## config.mk

```make
export PLATFORM = sky130hd
export DESIGN_NAME = cyc_irq_timer
export DESIGN_NICKNAME = d
export VERILOG_FILES = /design/src/rtl/irqt_pkg.sv /design/src/rtl/irqt_decode.sv /design/src/rtl/irqt_counter.sv /design/src/rtl/cyc_irq_timer.sv
export SDC_FILE = /design/constraint.sdc
export NUM_CORES = 1
export LEC_CHECK = 0
export BUFFER_PORTS_ARGS = -buffer_cell sky130_fd_sc_hd__buf_2
export CAP_MARGIN = 20
export CORE_MARGIN = 2
export CORE_UTILIZATION = 46
export CTS_CLUSTER_SIZE = 30
export DETAILED_ROUTE_END_ITERATION = 10
export PLACE_DENSITY = 0.75
export SETUP_SLACK_MARGIN = 0.02
export SYNTH_ARGS = -nofsm -noshare
export SYNTH_HDL_FRONTEND = slang
export SYNTH_SLANG_ARGS = --single-unit
```

## constraint.sdc

```tcl
create_clock -name clk -period 1.9 [get_ports clk]
set_clock_uncertainty 0.15 [all_clocks]
set_input_delay 0.19 -clock clk [delete_from_list [all_inputs] [get_ports clk]]
set_output_delay 0.19 -clock clk [all_outputs]
set_load 0.02 [all_outputs]
```

## src/rtl/irqt_pkg.sv

```systemverilog
package irqt_pkg;

    localparam int ADDR_W    = 16;
    localparam int DATA_W    = 8;
    localparam int CNT_W     = 12;
    localparam int NUM_ALIAS = 2;

    localparam logic [ADDR_W-1:0] DEC_MASK = 16'hF1FF;

    localparam logic [NUM_ALIAS-1:0][ADDR_W-1:0] ALIAS_LIST = {16'h8122, 16'h4122};

    typedef enum logic {
        CMD_ACK = 1'b0,
        CMD_ARM = 1'b1
    } ctl_cmd_e;

    typedef struct packed {
        logic     valid;
        ctl_cmd_e cmd;
    } ctl_req_t;

    function automatic logic addr_match(input logic [ADDR_W-1:0] a,
                                        input logic [ADDR_W-1:0] base);
        return (a & DEC_MASK) == base;
    endfunction

endpackage

```

## src/rtl/irqt_decode.sv

```systemverilog
module irqt_decode
    import irqt_pkg::*;
(
    input  logic [ADDR_W-1:0] wr_addr,
    input  logic [DATA_W-1:0] wr_data,
    input  logic              wr_en,
    output ctl_req_t          req
);

    logic [NUM_ALIAS-1:0] hit_vec;

    genvar gi;
    generate
        for (gi = 0; gi < NUM_ALIAS; gi++) begin : g_alias
            assign hit_vec[gi] = addr_match(wr_addr, ALIAS_LIST[gi]);
        end
    endgenerate

    always_comb begin
        req.valid = wr_en && (|hit_vec);
        req.cmd   = wr_data[0] ? CMD_ARM : CMD_ACK;
    end

endmodule

```

## src/rtl/irqt_counter.sv

```systemverilog
module irqt_counter
    import irqt_pkg::*;
#(
    parameter int WIDTH = CNT_W
) (
    input  logic     clk,
    input  logic     rst,
    input  ctl_req_t req,
    input  logic     tick,
    output logic     pend
);

    localparam logic [WIDTH-1:0] CNT_MAX = {WIDTH{1'b1}};
    localparam logic [WIDTH-1:0] CNT_ONE = WIDTH'(1);

    typedef struct packed {
        logic             en;
        logic             pend;
        logic [WIDTH-1:0] cnt;
    } tmr_state_t;

    tmr_state_t st_q, st_d;

    always_comb begin
        st_d = st_q;
        if (req.valid) begin
            if (req.cmd == CMD_ACK) begin
                st_d.en   = 1'b0;
                st_d.pend = 1'b0;
                st_d.cnt  = '0;
            end else begin
                st_d.en = 1'b1;
            end
        end else if (st_q.en && tick) begin
            st_d.cnt = st_q.cnt + CNT_ONE;
            if (st_q.cnt == CNT_MAX) begin
                st_d.pend = 1'b1;
            end
        end
    end

    always_ff @(posedge clk) begin
        if (rst) begin
            st_q <= '0;
        end else begin
            st_q <= st_d;
        end
    end

    assign pend = st_q.pend;


    ack_clears_chk: assert property (@(posedge clk) disable iff (rst)
        (req.valid && req.cmd == CMD_ACK) |=> (!pend && !st_q.en && st_q.cnt == '0));


    count_step_chk: assert property (@(posedge clk) disable iff (rst)
        (st_q.en && tick && !req.valid) |=> (st_q.cnt == $past(st_q.cnt) + CNT_ONE));


    overflow_raise_chk: assert property (@(posedge clk) disable iff (rst)
        (st_q.en && tick && !req.valid && st_q.cnt == CNT_MAX) |=> (pend && st_q.cnt == '0));


    pend_hold_chk: assert property (@(posedge clk) disable iff (rst)
        (pend && !(req.valid && req.cmd == CMD_ACK)) |=> pend);


    arm_keeps_chk: assert property (@(posedge clk) disable iff (rst)
        (req.valid && req.cmd == CMD_ARM) |=> (st_q.en && $stable(st_q.cnt) && $stable(pend)));


    write_wins_chk: assert property (@(posedge clk) disable iff (rst)
        (req.valid && req.cmd == CMD_ARM && tick) |=> $stable(st_q.cnt));


    idle_hold_chk: assert property (@(posedge clk) disable iff (rst)
        (!st_q.en && !req.valid) |=> ($stable(st_q.cnt) && !st_q.en));

endmodule

```

## src/rtl/cyc_irq_timer.sv

```systemverilog
module cyc_irq_timer
    import irqt_pkg::*;
(
    input  logic              clk,
    input  logic              rst,
    input  logic [ADDR_W-1:0] wr_addr,
    input  logic [DATA_W-1:0] wr_data,
    input  logic              wr_en,
    input  logic              m2_tick,
    output logic              irq_n
);

    ctl_req_t ctl_req;
    logic     irq_pend;

    irqt_decode u_decode (
        .wr_addr (wr_addr),
        .wr_data (wr_data),
        .wr_en   (wr_en),
        .req     (ctl_req)
    );

    irqt_counter #(.WIDTH(CNT_W)) u_counter (
        .clk  (clk),
        .rst  (rst),
        .req  (ctl_req),
        .tick (m2_tick),
        .pend (irq_pend)
    );

    assign irq_n = ~irq_pend;


    stray_write_chk: assert property (@(posedge clk) disable iff (rst)
        (!ctl_req.valid && !irq_n) |=> !irq_n);


    ack_release_chk: assert property (@(posedge clk) disable iff (rst)
        (ctl_req.valid && !wr_data[0]) |=> irq_n);

endmodule

```

==> results.toml, run 1 <==
[synthesis]
synth_area_sq_um = 729
syn-num-nets = 114
yosysTopAreaCell = "dfxtp_1"
ys_warn_count = 0
postSynthCellCount = 85
yosysSeqAreaShare = 0.384
synth_top_cell_area_share = 0.384
synth_seq_cells = 14
ys_types = 29
postSynthAreaPerCell_sq_um = 8.58
yosys-top-cells-area = "dfxtp_1 38%, a21oi_1 4.1%, mux2i_1 4.1%"

[layout]
final.fill_count = 131
fin_area_sq_um = 887
syn_to_final_growth_pct = 21.6
nets = 139
drive_above_1_share = 0.275
n_antenna_cell = 0

[power_and_ir_drop]
peakVddDrop_mv = 0.407
power_density_nw_per_um2 = 612
p_leak_nw = 0.314

[global_routing]
antenna_found_initial = 0
grt_max_degree = 12
grt_pass1_vias = 571
grt_pass1_wl_um = 2400
gr-total-overflow = 0
track_usage = 0.175

[placed_design]
dpl_cell_area_sq_um = 851
pre_cts_ws_ns = 0.173
portBuffers = 18
place_hpwl_um = 1180
gp_congestion = 0.843

[setup_path]
slowest_delay_ns = 0.48
crit_slowest_cell = "or4_1"
r2r_start = "u_counter.st_q[13]"
worst_ep_required_time_ns = 1.97
crit_buf_inv = 1
crit_fanout = 9
r2r_slack_ns = 0.31
path_delay_family = "simple AND/OR/NAND/NOR gates"
worstSetupStartpointType = "flop"
r2r_end = "u_counter.st_q[4]"
endpoint_kind = "flop"
critPathKind = "flop to flop"
r2r.worst_path.cells = 5
path_cells = "nand2_1 -> a41o_1 -> buf_4 -> or4_1 -> o22ai_1"
arrival_ns = 1.66
crit_start = "u_counter.st_q[13]"

[clock_network]
clkTransAtPathRegs_ns = 0.08
cts_tree = "built"
cts_setup_buffers = 0
cts_resized = 0
numCtsBuffers = 3
hold_buffers = 0
clk_path_buf_depth = 2
clock_latency_ns = 0.29
htreeDepth = 1
cts.sinks = 14
cts-root-buf = "clkbuf_4"

[sta]
finalHoldViolCount = 0
max_freq_mhz = 629
rsz0062_at_grt = "no"
setup_viol = 0
maxSlewViolCount = 0
setup_ws_ns = 0.310
period_minus_slack_ns = 1.59
slew_headroom = 0.738
fin_tns_setup_ns = 0
fin_crit_sh = 0.837
worst_pin_slew_ns = 0.387
hold_ws_ns = 0.0363

[job]
cap_viol_max_count = 0

[floorplanning]
dieWidth_um = 43.8
core-area_sq_um = 1490
num_io_pins = 29
initial_core_util = 0.490
dieHeight_um = 43.8
dieArea_sq_um = 1920
rows = 14

[detailed_routing]
drtIter0Drc = 8
wl_um = 1500
num_vias = 689
vias_per_cell = 5.51
drtPass1Iterations = 6
wl_per_cell_um = 12.0
drc = 0
ant_nets = 0

[worst_hold_path]
holdCritStartpoint = "rst"
worstHoldPathCells = 2
hold_class = "input pin to flop"
min_to = "u_counter.st_q[10]"

[run_status]
status = "finished, final reports clean"
==> worst register-to-register path: stages (launching register included) <==
cell and delay, ns:
dfxtp_1 0.33, nand2_1 0.05, a41o_1 0.22, buf_4 0.16
or4_1 0.48, o22ai_1 0.15
==> worst max-delay path by stage <==
stage / end / slack [ns] / cells past startpoint
finish: u_counter.st_q[4] / 0.31 / 5
global route: u_counter.st_q[6] / 0.24 / 5
CTS: u_counter.st_q[4] / 0.30 / 5
detailed placement: u_counter.st_q[4] / 0.17 / 6
global placement: u_counter.st_q[10] / 0.21 / 6
floorplan: u_counter.pend / 0.37 / 4
==> power breakdown <==
group	switching (mW)	total, mW	internal, mW
sequential	0.00000501	0.293	0.293
clock	0.0972	0.214	0.117
combinational	0.0163	0.0354	0.0190
==> cell usage in the layout (no fill, tap or decap), drive strengths merged, types with 3 or more instances in the layout <==
master | synthesis | layout
o21ai | 6 | 6
o211ai | 3 | 3
o31ai | 3 | 3
mux2i | 3 | 3
inv | 8 | 8
buf | 2 | 22
clkbuf | 0 | 4
a21oi | 6 | 6
nand3 | 4 | 4
nand2 | 8 | 8
dfxtp | 14 | 14
or3 | 4 | 4
or4 | 3 | 3
==> synth_stat cells (all sizes together) <==
cell type,instances
o21ba,1
o21ai,6
nand4,2
a21oi,6
mux2i,3
or2,2
o22ai,1
a41o,1
dfxtp,14
nor4b,2
o211ai,3
or3,4
nor4,2
buf,2
and4,1
nor3,2
or4,3
o32ai,2
nand2,8
xor2,2
inv,8
nor4bb,1
nand3,4
o31ai,3
and3,1
ha,1
==> flip-flops by register name (all words and copies together) (netlist names) <==
| signal | count |
|---|---|
| u_counter.pend | 1 |
| u_counter.st_q | 13 |
==> metal layers <==
| layer | GRT usage | up-vias | part of all wire |
|---|---|---|---|
| li1 | - | 372 | - |
| met1 | 0.210 | 304 | 0.46 |
| met2 | 0.265 | 13 | 0.49 |
| met3 | 0.0875 | 0 | 0.049 |
| met4 | 0.0727 | 0 | 0 |
| met5 | 0 | - | 0 |
==> metrics by stage <==
step / instances / total power [mW] / utilization
6_report: 125 / 0.542 / 0.596
5_1_grt: 125 / 0.571 / 0.596
4_1_cts: 125 / 0.552 / 0.596
3_5_place_dp: 121 / 0.335 / 0.571
3_3_place_gp: 121 / 0.334 / 0.571
2_1_floorplan: 85 / 0.311 / -
==> kinds of logic after synthesis <==
logic type | after synthesis | synth area share
compound gates | 23 | 0.209
xor+xnor | 2 | 0.0240
fa+ha+maj | 1 | 0.0171
buf+inv | 10 | 0.0669
flops | 14 | 0.384
mux | 3 | 0.0412
simple gates | 32 | 0.257
==> cell type report <==
| class | instances | area, sq um | area share |
|---|---|---|---|
| clock buffers | 4 | 36.3 | 0.0409 |
| inverters | 8 | 30.0 | 0.0339 |
| multi-input cells | 61 | 400 | 0.451 |
| flip-flops and latches | 14 | 280 | 0.316 |
| well taps | 16 | 20.0 | 0.0226 |
| repair buffers | 22 | 120 | 0.135 |
Power figures use the tool's default switching activity.
==> run 2, diff against run 1 <==
- clock period: 1.9 -> 1.5 ns (I/O delays scaled with it)
==> run 2 against run 1 <==
The run now ends with negative setup slack left. Via count grew 24%. Sequential share of layout area shrank 6.6 points. Critical path depth grew 1. Wire length grew 72%. Cell count grew 9.6%. Register-to-register slack lost 0.35 ns. Global-route usage grew 5.7 points. Largest power group unchanged. Highest routed layer is now met4.
==> results.toml, run 2 (same netlist as run 1, synthesis figures left out) <==
[setup_path]
worst_ep_required_time_ns = 1.52
worstSetupStartpointType = "input pin"
arrival_ns = 1.58
endpoint_kind = "flop"
path_cells = "buf_2 -> nor4b_2 -> nand4_1 -> buf_4 -> o211ai_1 -> mux2i_1"
crit_slowest_cell = "nor4b_2"
path_delay_family = "simple AND/OR/NAND/NOR gates"
crit_buf_inv = 2
crit_fanout = 4
slowest_delay_ns = 0.47
critPathKind = "input pin to flop"

[worst_hold_path]
hold_class = "input pin to flop"

[layout]
fin_area_sq_um = 1150
seq_area_sq_um = 288
drive_above_1_share = 0.545
n_antenna_cell = 0
multi_input_area_sq_um = 574
nets = 151
max_flop_register = "u_counter.st_q"
final.fill_count = 97
mostFrequentLayoutCell = "buf_2"
layout_common_cells = "18 x buf_2, 14 x buf_4, 8 x inv_1, 8 x dfxtp_1"
largest_register_ffs = 13
syn_to_final_growth_pct = 58.1

[floorplanning]
rows = 14
num_io_pins = 29
dieHeight_um = 43.8
dieWidth_um = 43.8
initial_core_util = 0.490
dieArea_sq_um = 1920
core-area_sq_um = 1490

[sta]
maxSlewViolCount = 0
period_minus_slack_ns = 1.56
max_freq_mhz = 641
rsz0062_at_grt = "yes"
fin_crit_sh = 1.04
worst_pin_slew_ns = 0.464
hold_ws_ns = 0.114
slew_headroom = 0.690
setup_viol = 9
finalHoldViolCount = 0
setup_ws_ns = -0.0595

[power_and_ir_drop]
p_leak_nw = 0.463
peakVddDrop_mv = 0.514
power_density_nw_per_um2 = 623

[detailed_routing]
drc = 0
vias_per_cell = 6.23
ant_nets = 0
num_vias = 853
drtPass1Iterations = 4
wl_um = 2580
drtIter0Drc = 42
wl_per_cell_um = 18.8

[clock_network]
cts-root-buf = "clkbuf_4"
numCtsBuffers = 3
cts_tree = "built"
clock_latency_ns = 0.29
cts.sinks = 14
htreeDepth = 1
clk_path_buf_depth = 2
clkTransAtPathRegs_ns = 0.09

[global_routing]
gr-total-overflow = 0
grt_pass1_vias = 749
antenna_found_initial = 0
grt_pass1_wl_um = 3250
track_usage = 0.232
grt_max_degree = 11

[run_status]
status = "finished, violations left"
violations = "negative setup slack"

[placed_design]
dpl_cell_area_sq_um = 908
gp_congestion = 0.786
portBuffers = 18
place_hpwl_um = 1290

[job]
cap_viol_max_count = 0
[run 2: where the power goes]
group	switching [mW]	internal, mW
Combinational	0.0348	0.0347
Clock	0.130	0.148
Sequential	0.00000743	0.371
[run 2: worst reg2reg max path, stage by stage, from the launching register on]
cell	delay (ns)
dfxtp_1	0.45
and4_1	0.28
nand3_1	0.17
nor3_4	0.17
mux2i_1	0.24
[run 2: repair_timing]
action,in CTS,in global routing
pin swaps,2,7
hold buffers,1,0
hold endpoints to repair,2,0
setup endpoints to repair,13,11
cloned,1,0
buffers inserted,1,3
resized for setup,8,25
[run 2: routing by layer]
layer  track usage  vias up  share of wire
li1              -      396              -
met1         0.287      398           0.37
met2         0.374       47           0.50
met3        0.0750       12          0.083
met4        0.0909        0          0.041
met5             0        -              0
[run 2: final timing paths]
path                            cells after the start  slack, ns            endpoint          startpoint
worst max-delay path                                6      -0.06  u_counter.st_q[11]          wr_addr[4]
worst min-delay path                                3       0.11   u_counter.st_q[4]          wr_data[0]
worst max register to register                      4      -0.04  u_counter.st_q[11]   u_counter.st_q[6]
worst min register to register                      2       0.30  u_counter.st_q[13]  u_counter.st_q[13]
[run 2: cell type report]
cell class | count | area share
Timing Repair Buffer | 33 | 0.178
Inverter | 8 | 0.0260
Tap cell | 16 | 0.0174
Sequential cell | 14 | 0.249
Multi-Input combinational cell | 62 | 0.498
Clock buffer | 4 | 0.0315
[run 2: stage by stage]
stage | utilization | worst slack [ns] | TNS [ns] | cells | total power [mW]
detailed placement | 0.610 | -0.365 | -4.32 | 127 | 0.431
global placement | 0.610 | -0.213 | -2.50 | 127 | 0.429
CTS | 0.678 | -0.00610 | -0.00610 | 134 | 0.708
floorplan | - | 0.0262 | 0 | 85 | 0.395
global route | 0.775 | -0.144 | -1.30 | 137 | 0.738
finish | 0.775 | -0.0595 | -0.234 | 137 | 0.718
